### src/rtl/vdec_pkg.sv
package vdec_pkg;
  localparam int FUNC_W  = 6;
  localparam int NUM_OPS = 8;

  // one-hot enable positions
  localparam int OP_MUL_UFRAC = 0;
  localparam int OP_RND_POS   = 1;
  localparam int OP_MUL_QUANT = 2;
  localparam int OP_MUL_MAC   = 3;
  localparam int OP_RND_NEG   = 4;
  localparam int OP_MAC_QUANT = 5;
  localparam int OP_ACC_READ  = 6;
  localparam int OP_FILL      = 7;

  typedef struct packed {
    logic [NUM_OPS-1:0] en;
    logic               noop;
    logic               illegal;
  } dec_t;
endpackage

### src/rtl/vdec_map.sv
module vdec_map
  import vdec_pkg::*;
(
  input  logic [FUNC_W-1:0] func,
  output dec_t              dec
);
  always_comb begin
    dec = '0;
    case (func) inside
      6'h01:                          dec.en[OP_MUL_UFRAC] = 1'b1;
      6'h02:                          dec.en[OP_RND_POS]   = 1'b1;
      6'h03:                          dec.en[OP_MUL_QUANT] = 1'b1;
      [6'h04:6'h09], [6'h0C:6'h0F]:   dec.en[OP_MUL_MAC]   = 1'b1;
      6'h0A:                          dec.en[OP_RND_NEG]   = 1'b1;
      6'h0B:                          dec.en[OP_MAC_QUANT] = 1'b1;
      6'h1D:                          dec.en[OP_ACC_READ]  = 1'b1;
      6'h12, [6'h16:6'h1C], 6'h1E, 6'h1F,
      6'h2E, 6'h2F, [6'h38:6'h3E]:    dec.en[OP_FILL]      = 1'b1;
      6'h37, 6'h3F:                   dec.noop             = 1'b1;
      default:                        dec.illegal          = 1'b1;
    endcase
  end

  always_comb begin
    a_r9_map_onehot: assert ($onehot({dec.en, dec.noop, dec.illegal}) || $isunknown(func));
  end
endmodule

### src/rtl/vdec_lane_sum.sv
module vdec_lane_sum #(
  parameter int LANES = 8,
  parameter int EW    = 16,
  localparam int VW   = LANES * EW
) (
  input  logic [VW-1:0] a,
  input  logic [VW-1:0] b,
  output logic [VW-1:0] sum
);
  for (genvar i = 0; i < LANES; i++) begin : g_lane
    // carry out of each lane is dropped: wrapping add
    assign sum[i*EW +: EW] = a[i*EW +: EW] + b[i*EW +: EW];
  end
endmodule

### src/rtl/vec_op_decoder.sv
module vec_op_decoder
  import vdec_pkg::*;
#(
  parameter int LANES = 8,
  parameter int EW    = 16,
  localparam int VW   = LANES * EW
) (
  input  logic              clk,
  input  logic              rst_n,
  input  logic              in_valid,
  input  logic [FUNC_W-1:0] func,
  input  logic [VW-1:0]     src_a,
  input  logic [VW-1:0]     src_b,
  input  logic [VW-1:0]     dst_in,
  input  logic [VW-1:0]     acc_hi_in,
  input  logic [VW-1:0]     acc_mid_in,
  input  logic [VW-1:0]     acc_lo_in,
  output logic              out_valid,
  output logic [NUM_OPS-1:0] op_en,
  output logic              op_noop,
  output logic              op_illegal,
  output logic              dst_we,
  output logic [VW-1:0]     dst_out,
  output logic              acc_lo_we,
  output logic [VW-1:0]     acc_hi_out,
  output logic [VW-1:0]     acc_mid_out,
  output logic [VW-1:0]     acc_lo_out
);
  // reset: asserted asynchronously, released on a clock edge
  logic [1:0] rst_sync;
  logic       rst_int_n;
  always_ff @(posedge clk or negedge rst_n) begin
    if (!rst_n) rst_sync <= 2'b00;
    else        rst_sync <= {rst_sync[0], 1'b1};
  end
  assign rst_int_n = rst_sync[1];

  dec_t          dec;
  logic [VW-1:0] lane_sum;

  vdec_map u_map (.func(func), .dec(dec));

  vdec_lane_sum #(.LANES(LANES), .EW(EW)) u_sum (
    .a(src_a), .b(src_b), .sum(lane_sum)
  );

  // next-state
  logic               fill_sel;
  logic               vld_d;
  logic [NUM_OPS-1:0] en_d;
  logic               noop_d, ill_d, dwe_d, awe_d;
  logic [VW-1:0]      dst_d, hi_d, mid_d, lo_d;
  logic               data_ce;

  always_comb begin
    fill_sel = in_valid && dec.en[OP_FILL];
    vld_d    = in_valid;
    en_d     = in_valid ? dec.en : '0;
    noop_d   = in_valid && dec.noop;
    ill_d    = in_valid && dec.illegal;
    dwe_d    = fill_sel;
    awe_d    = fill_sel;
    data_ce  = in_valid;
    dst_d    = fill_sel ? '0 : dst_in;
    lo_d     = fill_sel ? lane_sum : acc_lo_in;
    hi_d     = acc_hi_in;
    mid_d    = acc_mid_in;
  end

  // control registers
  always_ff @(posedge clk or negedge rst_int_n) begin
    if (!rst_int_n) begin
      out_valid  <= 1'b0;
      op_en      <= '0;
      op_noop    <= 1'b0;
      op_illegal <= 1'b0;
      dst_we     <= 1'b0;
      acc_lo_we  <= 1'b0;
    end else begin
      out_valid  <= vld_d;
      op_en      <= en_d;
      op_noop    <= noop_d;
      op_illegal <= ill_d;
      dst_we     <= dwe_d;
      acc_lo_we  <= awe_d;
    end
  end

  // data registers, loaded only with an accepted instruction
  always_ff @(posedge clk or negedge rst_int_n) begin
    if (!rst_int_n) begin
      dst_out     <= '0;
      acc_hi_out  <= '0;
      acc_mid_out <= '0;
      acc_lo_out  <= '0;
    end else if (data_ce) begin
      dst_out     <= dst_d;
      acc_hi_out  <= hi_d;
      acc_mid_out <= mid_d;
      acc_lo_out  <= lo_d;
    end
  end

  // assertions
  a_r1_idle_after_reset: assert property (@(posedge clk)
    !rst_int_n |-> !out_valid && op_en == '0 && !dst_we && !acc_lo_we);
  a_r9_one_flag: assert property (@(posedge clk) disable iff (!rst_int_n)
    out_valid |-> $onehot({op_en, op_noop, op_illegal}));
  a_r9_quiet_idle: assert property (@(posedge clk) disable iff (!rst_int_n)
    !out_valid |-> op_en == '0 && !op_noop && !op_illegal && !dst_we && !acc_lo_we);
  a_r2_fill_writes_zero: assert property (@(posedge clk) disable iff (!rst_int_n)
    op_en[OP_FILL] |-> dst_we && acc_lo_we && dst_out == '0);
  a_r4_upper_slices_kept: assert property (@(posedge clk) disable iff (!rst_int_n)
    $past(rst_int_n) && acc_lo_we |-> acc_hi_out == $past(acc_hi_in) && acc_mid_out == $past(acc_mid_in));
  a_r5_noop_no_write: assert property (@(posedge clk) disable iff (!rst_int_n)
    op_noop |-> !dst_we && !acc_lo_we);
  a_r8_illegal_no_write: assert property (@(posedge clk) disable iff (!rst_int_n)
    op_illegal |-> !dst_we && !acc_lo_we);
  a_r10_one_cycle: assert property (@(posedge clk) disable iff (!rst_int_n)
    $past(rst_int_n) && out_valid |-> $past(in_valid));
endmodule

### config.mk
export PLATFORM = sky130hd
export DESIGN_NAME = vec_op_decoder
export DESIGN_NICKNAME = d
export VERILOG_FILES = /design/src/rtl/vdec_pkg.sv /design/src/rtl/vdec_map.sv /design/src/rtl/vdec_lane_sum.sv /design/src/rtl/vec_op_decoder.sv
export SDC_FILE = /design/constraint.sdc
export NUM_CORES = 1
export LEC_CHECK = 0
export BUFFER_PORTS_ARGS = -buffer_cell sky130_fd_sc_hd__buf_2
export CORE_AREA = 2 2 514 516
export DETAILED_ROUTE_END_ITERATION = 6
export DIE_AREA = 0 0 516 518
export PLACE_DENSITY_LB_ADDON = 0.08
export SYNTH_ARGS = -nofsm -noshare
export SYNTH_HDL_FRONTEND = slang
export SYNTH_SLANG_ARGS = --single-unit
### constraint.sdc
create_clock -name clk -period 16.38 [get_ports clk]
set_clock_uncertainty 0.15 [all_clocks]
set_input_delay 0 -clock clk [delete_from_list [all_inputs] [get_ports clk]]
set_output_delay 0 -clock clk [all_outputs]
set_load 0.01 [all_outputs]
Yosys cells after proc, flatten, opt, wreduce, memory -nomap -nowiden
Cells that the tools add are included.
{"block": "classes", "addsub": 8, "multipliers": 0, "n_div": 0, "n_lt_le_gt_ge": 8, "eq_ne": 13, "shift": 0, "mux": 57, "n_bitwise": 0, "n_reduce_logical": 10}
{"operator": "$mux W128", "count": 2}
{"operator": "$add A16 B16 Y16", "count": 8}
{"operator": "$mux W1", "count": 54}
{"operator": "$eq A6 B5 Y1 const B", "count": 4}
{"operator": "$eq A6 B6 Y1 const B", "count": 4}
{"operator": "$eq A6 B2 Y1 const B", "count": 2}
{"operator": "$eq A6 B4 Y1 const B", "count": 2}
{"operator": "$le A6 B4 Y1 const B", "count": 2}
{"operator": "$mux W8", "count": 1}
{"operator": "$logic_and A1 B1 Y1", "count": 7}
{"operator": "$reduce_or A7 Y1", "count": 1}
{"operator": "$eq A6 B1 Y1 const B", "count": 1}
{"operator": "$ge A6 B3 Y1 const B", "count": 1}
{"operator": "$ge A6 B4 Y1 const B", "count": 1}
{"operator": "$ge A6 B5 Y1 const B", "count": 1}
{"operator": "$ge A6 B6 Y1 const B", "count": 1}
{"operator": "$le A6 B5 Y1 const B", "count": 1}
{"operator": "$le A6 B6 Y1 const B", "count": 1}
{"operator": "$reduce_or A2 Y1", "count": 2}
{"block": "word_totals", "regBits": 526, "latch_bits": 0, "ramBits": 0, "romBits": 0, "input_bits": 777, "out_inout_bits": 525, "word_cells": 106, "mem_count": 0}

Logic depth before layout (Yosys ltp)
Gate-level depths: netlist of run 1.
{"block": "logic_depth", "depth_word": 13, "depth_mapped": 10, "mapped_depth_nobuf": 10}

Hierarchy
Synthesis of run 1 repeated with hierarchy kept, for this count alone.
{"block": "unflattened", "cells_unflattened": 2456, "hier_area_um2": 27057.2}
{"mod": "vec_op_decoder", "n_inst": 1, "cells_each": 1678, "area_per_inst_um2": 21237.9, "seq_area_each_um2": 13137.6}
{"mod": "vdec_lane_sum", "n_inst": 1, "cells_each": 747, "area_per_inst_um2": 5619.1, "seq_area_each_um2": 0.0}
{"mod": "vdec_map", "n_inst": 1, "cells_each": 31, "area_per_inst_um2": 200.2, "seq_area_each_um2": 0.0}

Least setup slack after synthesis of run 1
OpenSTA, ideal clock, no wires.
{"block": "synth_path", "path_kind": "input-to-reg", "startpoint": "input port src_a[64]", "endpoint": "register acc_lo_out[78]", "setup_ns": 0.095, "t_arrival_ns": 1.877, "required_ns": 16.135, "slack_ns": 14.257, "path_stages": 10, "n_path_buf": 0, "path_cell_list": "ha_1 -> inv_1 -> fa_1 -> nor2b_4 -> o31a_1 -> o21ai_2 -> a21oi_1 -> or4_1 -> and3_1 -> o31ai_1"}
{"block": "synth_via", "elab_chain_cells": 2}
{"item": "from (decl)", "line": "vec_op_decoder.sv:12", "text": "input logic [VW-1:0] src_a,"}
{"item": "$add A16 B16 Y16", "line": "vdec_lane_sum.sv:12", "text": "assign sum[i*EW +: EW] = a[i*EW +: EW] + b[i*EW +: EW];"}
{"item": "$mux W128", "line": "vec_op_decoder.sv:65", "text": "lo_d = fill_sel ? lane_sum : acc_lo_in;"}
{"item": "to (signal assigned)", "line": "vec_op_decoder.sv:100", "text": "acc_lo_out <= lo_d;"}
{"item": "to (decl)", "line": "vec_op_decoder.sv:27", "text": "output logic [VW-1:0] acc_lo_out"}
No other way between the ends.
A chain may end at the register's enable or synchronous reset.

Final worst setup path of run 1
{"block": "layout_path", "startpoint": "input port func[2]", "endpoint": "register dst_out[24]"}
{"block": "layout_via", "elab_chain_cells": 13, "elab_cells_between_ends": 35, "cone_classes": "8 x order compare; 11 x eq/ne; 9 x mux; 7 x reduce/logical"}
{"item": "from (decl)", "line": "vec_op_decoder.sv:11", "text": "input logic [FUNC_W-1:0] func,"}
{"item": "$ge A6 B6 Y1 (no line), or another cell as far along"}
{"item": "$logic_and A1 B1 Y1 (no line)"}
{"item": "$reduce_or A7 Y1", "line": "vdec_map.sv:9", "text": "case (func) inside"}
{"item": "$mux W1 (7 in a row)", "line": "vdec_map.sv:9"}
{"item": "$mux W1 (*)", "line": "vdec_map.sv:9"}
{"item": "$logic_and A1 B1 Y1 (*)", "line": "vec_op_decoder.sv:56", "text": "fill_sel = in_valid && dec.en[OP_FILL];"}
{"item": "$mux W128 (*)", "line": "vec_op_decoder.sv:64", "text": "dst_d = fill_sel ? '0 : dst_in;"}
{"item": "to (signal assigned)", "line": "vec_op_decoder.sv:97", "text": "dst_out <= dst_d;"}
{"item": "to (decl)", "line": "vec_op_decoder.sv:23", "text": "output logic [VW-1:0] dst_out,"}
Every way passes the cells marked *; elsewhere a longest branch is shown, timed or not.

==> impl_summary.txt, run 1 <==
----------------------------------------------------
[Final layout]
  Top library cells by usage in the layout, fill and taps aside ... sky130_fd_sc_hd__dlygate4sd3_1 (1336), sky130_fd_sc_hd__buf_2 (1300), sky130_fd_sc_hd__dfrtp_1 (524)
  Post-route cell area ... about 0.053 mm²
  Final core area utilization ... 20.4%
  Most common cell after layout, fill and taps aside ... sky130_fd_sc_hd__dlygate4sd3_1
  Area overhead of the layout relative to synthesis ... 102%
  Nets ... 6078
  Ratio of cells with drive above 1 in the final layout ... approximately a third

[GRT]
  Maximum number of pins on one net before global-route repair ... between 100 and 150
  Initial antenna violation count ... about 130
  GRT Util Overall ... between 10 and 15%
  Vias in the first global route ... roughly 32000
  GRT Residual Overflow ... 0
  First-pass GRT wire length ... between 200000 and 300000 µm

[STA]
  Final critical delay including setup and external delays ... about 5.3 ns
  Final worst path period share ... between 30% and 40%
  Least-Margin Pin Slew ... 1.14 ns
  Max-slew headroom ... approximately a quarter
  Final count of hold timing violations ... 0
  Setup_tns ... 0 ns
  RSZ-0062 raised after global routing ... false
  Final-layout worst hold slack ... between 0.05 and 0.06 ns
  Max Clock Freq ... roughly 190 MHz
  # setup viols final ... 0
  Slew Limit Fails ... 0

[Worst setup path]
  RR Endpoint ... dst_out[5]$_DFFE_PN0P_
  Slowest CP cell ... sky130_fd_sc_hd__buf_4
  Sequence of cells on the critical path ... dlygate4sd3_1, buf_2, dlygate4sd3_1, nand2_1, a21oi_1, nor2_1, a21oi_4, buf_4, buf_4, buf_4, buf_4, nand3_1, dlygate4sd3_1, o21ai_0, dlygate4sd3_1
  CP Capture Type ... flop
  WP data required ... between 15 and 20 ns
  Start of the worst register-to-register path ... rst_sync[1]$_DFF_PN0_
  Count of cells along the worst register-to-register path ... 3
  Flop2flop setup slack ... around 13 ns
  Crit start category ... primary input
  Startpoint-to-endpoint class of the critical path ... primary input to flop
  Max Fanout on Critical Path ... 75
  Count of buffering cells on the critical path with inverters included ... 9
  Crit path arrival time ... 5.84 ns
  Critical Path Max Stage Delay ... about 0.83 ns
  Delay-heaviest family, CP ... buffers and inverters

[Placed design]
  Buffers on Ports ... roughly 1300
  Post-detailed-placement cell area ... around 0.037 mm²
  Half-perimeter wire length after detailed placement ... about 150000 µm
  RePlAce Congestion ... approximately 0.78

[Yosys]
  Number of enable-type register cells in the synthesized netlist ... 0
  Sequential area share after synthesis ... between 40% and 50%
  Post-synthesis sequential element count ... between 500 and 600
  Distinct cell type count of the synthesized netlist ... a little under 80
  Flip-flop cell with the highest count after synthesis ... sky130_fd_sc_hd__dfrtp_1
  Warnings from Yosys ... 0
  Syn avg cell area ... 10.4 µm²
  Proportion of synthesized flip-flops having asynchronous set or reset ... 100%
  Cells after Synth ... about 2600
  Synthesized netlist net count ... between 3000 and 4000
  Post-Synthesis Cell Area ... 0.0265 mm²

[Pwr]
  Maximum VDD drop ... about 0.069 mV
  Leak Pwr ... 23.9 nW
  Pwr/cell area ... 88.7 mW/mm²
  Internal power ... approximately 3.2 mW
  Clock network fraction of design power ... ~40%
  Combinational fraction of design power ... between 20 and 30%
  Switching power share of the total ... between 30% and 40%
  Total Power ... approximately 4.7 mW
  Net switching power ... 1.53 mW
  Sequential fraction of design power ... between 30% and 40%

[Die]
  Area of the core ... 0.262 mm²
  Starting Density ... a little over 10%
  Placement row count ... between 150 and 200
  Io pins ... roughly 1300
  Floorplan die height ... a little over 500 µm
  Die Area ... 0.267 mm²
  Die X-Extent ... 516 µm

[CTS]
  Clock Path Buffers ... 3
  Post-CTS Repair Setup Buffers ... 0
  Register clock-pin slew on the reported worst setup and hold paths ... ~0.060 ns
  Sinks on the clock net ... approximately 530
  Clk Tree Root Cell ... sky130_fd_sc_hd__clkbuf_16
  CTS tree ... done
  Number of CTS-inserted buffers ... between 80 and 90
  Clock latency on the worst-skew pair ... around 0.70 ns
  Clock H-tree levels ... 3

[Min path]
  Hold path startpoint ... src_b[107]
  Worst Hold Path Cells ... 5
  Min-Delay Path Class ... primary input to flop
  Hold worst-path end ... acc_lo_out[107]$_DFFE_PN0P_

[Routing]
  Detailed-route wire length per cell ... 21.0 µm
  DRT Pass-1 Iters ... 5
  DRT iter0 DRCs ... 1182
  Final ANT Viol Nets ... 0
  DRC errors left ... 0
  Aggregate routed wire length ... around 180000 µm
  Overall via count from detail_route ... a little over 30000
  Ratio of routed vias to standard cells ... 3.47

[Outcome]
  Run status ... complete, no violations

[Run]
  Count of maximum capacitance violations ... 0

----------------------------------------------------
## layout make-up
| type | instances | area (µm²) |
|---|---|---|
| inverter | 189 | 709 |
| multi-input combinational | 1709 | 12100 |
| sequential | 525 | 13100 |
| timing repair buffer | 2665 | 20100 |
| clock inverter | 29 | 428 |
| tap | 3515 | 4400 |
| antenna | 40 | 100 |
| fill | 29300 | 208000 |
| clock buffer | 121 | 2420 |
## worst register-to-register path, stage by stage (launching register included)
cell and delay (ns):
sky130_fd_sc_hd__dfrtp_4 0.92, sky130_fd_sc_hd__buf_4 0.63, sky130_fd_sc_hd__buf_4 0.74, sky130_fd_sc_hd__buf_12 0.57
## how the worst max path moves through the flow
stage	startpoint	end	slack [ns]	cells after the start
after detailed placement	func[5]	acc_lo_out[107]$_DFFE_PN0P_	12.06	11
after global placement	func[5]	acc_lo_out[119]$_DFFE_PN0P_	12.02	11
after floorplan	rst_sync[1]$_DFF_PN0_	acc_hi_out[0]$_DFFE_PN0P_	0.51	0
final	func[2]	dst_out[24]$_DFFE_PN0P_	11.05	15
after CTS	func[2]	dst_out[24]$_DFFE_PN0P_	11.09	15
after global routing	func[2]	dst_out[124]$_DFFE_PN0P_	10.70	15
## logic make-up (layout without fill, tap and decap cells)
family / after synthesis / after routing / share of synthesized area, %
other cells: 1 / 41 / 0.0142
fa+ha+maj: 128 / 128 / 6.28
xor+xnor: 61 / 61 / 2.02
simple gates: 628 / 628 / 11.4
compound gates: 619 / 619 / 14.4
buf+inv: 321 / 3004 / 4.73
mux: 272 / 272 / 11.5
flops: 525 / 525 / 49.7
## synth_stat cells, types with 12 or more instances
cell type,count,area (µm²)
sky130_fd_sc_hd__dfrtp_1,525,13100
sky130_fd_sc_hd__ha_1,120,1500
sky130_fd_sc_hd__or4_1,12,90.1
sky130_fd_sc_hd__nand3_1,165,826
sky130_fd_sc_hd__nor2_1,169,634
sky130_fd_sc_hd__xor2_1,34,298
sky130_fd_sc_hd__nand2_1,125,469
sky130_fd_sc_hd__buf_2,31,155
sky130_fd_sc_hd__a21oi_1,146,731
sky130_fd_sc_hd__inv_1,189,709
sky130_fd_sc_hd__nor2b_1,46,288
sky130_fd_sc_hd__o21ai_0,115,576
sky130_fd_sc_hd__a31oi_1,71,444
sky130_fd_sc_hd__clkbuf_1,90,338
sky130_fd_sc_hd__o21a_1,29,218
sky130_fd_sc_hd__o21ai_1,92,460
sky130_fd_sc_hd__a211oi_1,23,173
sky130_fd_sc_hd__mux2_2,266,3000
sky130_fd_sc_hd__or3_1,19,119
sky130_fd_sc_hd__xnor2_1,27,236
sky130_fd_sc_hd__a21o_1,27,203
sky130_fd_sc_hd__o22ai_1,14,87.6
sky130_fd_sc_hd__nand2b_1,15,93.8
sky130_fd_sc_hd__o21bai_1,12,90.1
sky130_fd_sc_hd__nor3_1,32,160
## power by group through the flow
stage	clock [mW]	combinational [mW]	sequential, mW
6_report	1.92	1.29	1.53
5_1_grt	2.06	1.42	1.55
4_1_cts	2.02	1.33	1.53
3_5_place_dp	0	1.01	1.55
3_3_place_gp	0	1.01	1.55
2_1_floorplan	0	0.388	1.63
## flip-flops by register name, summed over array words and instances (netlist names)
name	flops
acc_hi_out	128
acc_mid_out	128
op_illegal	1
out_valid	1
rst_sync	2
op_noop	1
dst_out	128
acc_lo_out	128
op_en	7
acc_lo_we	1
## metrics by stage
step                      setup slack, ns  instances
after detailed placement            12.06       7267
final                               11.05       8793
after CTS                           11.09       8753
after global routing                10.70       8776
after floorplan                     0.514       2555
after global placement              12.02       7267
## per-layer routing
layer,GRT usage (%),share of wire (%)
met1,15.0,39
met2,22.3,47
met3,5.65,10
met4,5.27,3.8
met5,0,0.24
## timing repair
item                       CTS  global route
hold buffers              1336             0
hold endpoints to repair   524             0
gates resized for setup      0             0
(Power assumes the default switching activity.)
==> run 2, diff against run 1 <==
==> constraint.sdc (replaced) <==
create_clock -name clk -period 4.5 [get_ports clk]
set_clock_uncertainty 0.15 [all_clocks]
set_input_delay 0 -clock clk [delete_from_list [all_inputs] [get_ports clk]]
set_output_delay 0 -clock clk [all_outputs]
set_load 0.01 [all_outputs]
==> run 2 against run 1 <==
  * Register-to-register slack got worse by 11 ns
  * Global-route usage barely moved
  * Count of clock-buffer cells in the layout increased by 3
  * Critical path depth fell by 2
  * Cell area grew 0.28%
  * Hold slack worse by 0.013 ns
  * Die area stayed put
  * Final cell count barely moved
  * Setup slack got worse by 10 ns
  * Via count shrank 0.52%
  * Clock power rose to 3.6 times the previous value
  * Largest power group unchanged
==> impl_summary.txt, run 2 (synthesis results as in run 1) <==
----------------------------------------------------
[Outcome]
  Run status ... complete, no violations

[Die]
  Placement row count ... ~190
  Floorplan die height ... slightly above 500 µm
  Die X-Extent ... a little over 500 µm
  Area of the core ... 0.262 mm²
  Die Area ... 0.267 mm²
  Io pins ... approximately 1300
  Starting Density ... between 10% and 20%

[Worst setup path]
  Crit start category ... primary input
  Crit path arrival time ... 4.43 ns
  CP Capture Type ... flop
  Count of cells along the worst register-to-register path ... 5
  WP data required ... ~5 ns
  Max Fanout on Critical Path ... 34
  Startpoint-to-endpoint class of the critical path ... primary input to flop

[Final layout]
  Area overhead of the layout relative to synthesis ... 102%
  Most common cell after layout, fill and taps aside ... sky130_fd_sc_hd__dlygate4sd3_1
  Layout Cells excl Fill ... 8791
  Nets ... between 6000 and 7000
  Top library cells by usage in the layout, fill and taps aside ... sky130_fd_sc_hd__dlygate4sd3_1 (1331), sky130_fd_sc_hd__buf_2 (1300), sky130_fd_sc_hd__dfrtp_1 (524)
  Ratio of cells with drive above 1 in the final layout ... 33.6%

[Pwr]
  Maximum VDD drop ... 0.299 mV
  Leak Pwr ... ~24 nW
  Pwr/cell area ... 321 mW/mm²
  Total Power ... roughly 17 mW

[GRT]
  GRT Residual Overflow ... 0
  First-pass GRT wire length ... approximately 250000 µm
  Initial antenna violation count ... between 100 and 150
  Maximum number of pins on one net before global-route repair ... approximately 110
  GRT Util Overall ... 13.4%
  Vias in the first global route ... about 32000

[Routing]
  Detailed-route wire length per cell ... 20.9 µm
  Ratio of routed vias to standard cells ... roughly 3.4
  Overall via count from detail_route ... just over 30000
  DRT iter0 DRCs ... between 1000 and 1500
  DRC errors left ... 0
  Final ANT Viol Nets ... 0
  Aggregate routed wire length ... 184000 µm
  DRT Pass-1 Iters ... 5

[STA]
  Final worst path period share ... around 90%
  # setup viols final ... 0
  Max Clock Freq ... around 250 MHz
  Final critical delay including setup and external delays ... 3.94 ns
  Max-slew headroom ... about 38%
  Slew Limit Fails ... 0
  Final count of hold timing violations ... 0
  Setup_tns ... 0 ns
  Least-Margin Pin Slew ... roughly 0.93 ns
  RSZ-0062 raised after global routing ... false

[CTS]
  Clk Tree Root Cell ... sky130_fd_sc_hd__clkbuf_16
  Clock Path Buffers ... 3
  Sinks on the clock net ... 525
  Clock H-tree levels ... 3
  Clock latency on the worst-skew pair ... between 0.6 and 0.7 ns
  Number of CTS-inserted buffers ... 84
  Register clock-pin slew on the reported worst setup and hold paths ... 0.05 ns
  CTS tree ... done
  Post-CTS Repair Setup Buffers ... 0

[Placed design]
  Cell count after placement ... 7285
  Buffers on Ports ... approximately 1300
  RePlAce Congestion ... around 0.8
  Half-perimeter wire length after detailed placement ... around 150000 µm

[Run]
  Count of maximum capacitance violations ... 0

[Min path]
  Worst Hold Path Cells ... 5
  Min-Delay Path Class ... primary input to flop

----------------------------------------------------
## run 2: changes by cell type in the layout (fill, tap and decap cells not counted), moves of 2 or more
cell                            delta
sky130_fd_sc_hd__buf_12           +10
sky130_fd_sc_hd__diode_2          -10
sky130_fd_sc_hd__buf_4             +8
sky130_fd_sc_hd__clkinv_2          -6
sky130_fd_sc_hd__dlygate4sd3_1     -5
sky130_fd_sc_hd__clkbuf_1          +3
sky130_fd_sc_hd__clkinv_16         +2
## run 2: final timing paths
check,startpoint,end,slack [ns]
min reg2reg,rst_sync[1]$_DFF_PN0_,acc_hi_out[96]$_DFFE_PN0P_,0.20
max,func[2],acc_lo_out[79]$_DFFE_PN0P_,0.56
min in group asynchronous,rst_sync[1]$_DFF_PN0_,acc_hi_out[96]$_DFFE_PN0P_,0.20
min,src_b[87],acc_lo_out[87]$_DFFE_PN0P_,0.04
max in group asynchronous,rst_sync[1]$_DFF_PN0_,acc_lo_out[22]$_DFFE_PN0P_,2.94
max reg2reg,acc_lo_out[59]$_DFFE_PN0P_,acc_lo_out[59]$_DFFE_PN0P_,2.26
## run 2: area by class of cell
cell class	instances	area, µm²
Multi-Input combinational cell	1709	12100
Timing Repair Buffer	2678	20400
Clock buffer	124	2430
Tap cell	3515	4400
Sequential cell	525	13100
Clock inverter	21	382
Inverter	189	709
Fill cell	29400	208000
Antenna cell	30	75.1
## run 2: power breakdown
group          internal, mW  switching [mW]  total, mW
registers              5.25           0.304       5.56
clock network          4.04            2.84       6.89
logic                  2.38            2.38       4.76
total                  11.7            5.53       17.2
## run 2: through the flow
stage	util [%]	area (µm²)	worst slack, ns	hold slack, ns
after floorplan	-	26500	-0.761	-0.446
after global placement	14.3	37400	1.60	-0.362
after detailed placement	14.3	37400	1.61	-0.358
after CTS	20.5	53500	0.630	0.00697
after global routing	20.5	53500	0.396	0.0546
final	20.5	53600	0.563	0.0417
## run 2: critical path: stages
cell	delay (ns)
sky130_fd_sc_hd__dlygate4sd3_1	0.58
sky130_fd_sc_hd__buf_2	0.18
sky130_fd_sc_hd__dlygate4sd3_1	0.60
sky130_fd_sc_hd__nand2_1	0.11
sky130_fd_sc_hd__a21oi_1	0.05
sky130_fd_sc_hd__nor2_1	0.26
sky130_fd_sc_hd__a21o_4	0.55
sky130_fd_sc_hd__buf_4	0.50
sky130_fd_sc_hd__nand3_1	0.11
sky130_fd_sc_hd__and3_1	0.20
sky130_fd_sc_hd__dlygate4sd3_1	0.55
sky130_fd_sc_hd__o22ai_1	0.15
sky130_fd_sc_hd__dlygate4sd3_1	0.57
## run 2: what timing repair did
action,4_1_cts,5_1_grt
hold endpoints to repair,524,0
hold buffers,1331,0
resized for setup,0,0
## run 2: layer usage
| metal | part of all wire (%) | routed length [µm] | global-route usage (%) |
|---|---|---|---|
| met1 | 39 | 72500 | 14.9 |
| met2 | 49 | 90400 | 23.9 |
| met3 | 8.9 | 16500 | 4.97 |
| met4 | 2.4 | 4390 | 3.19 |
| met5 | 0.18 | 324 | 0 |
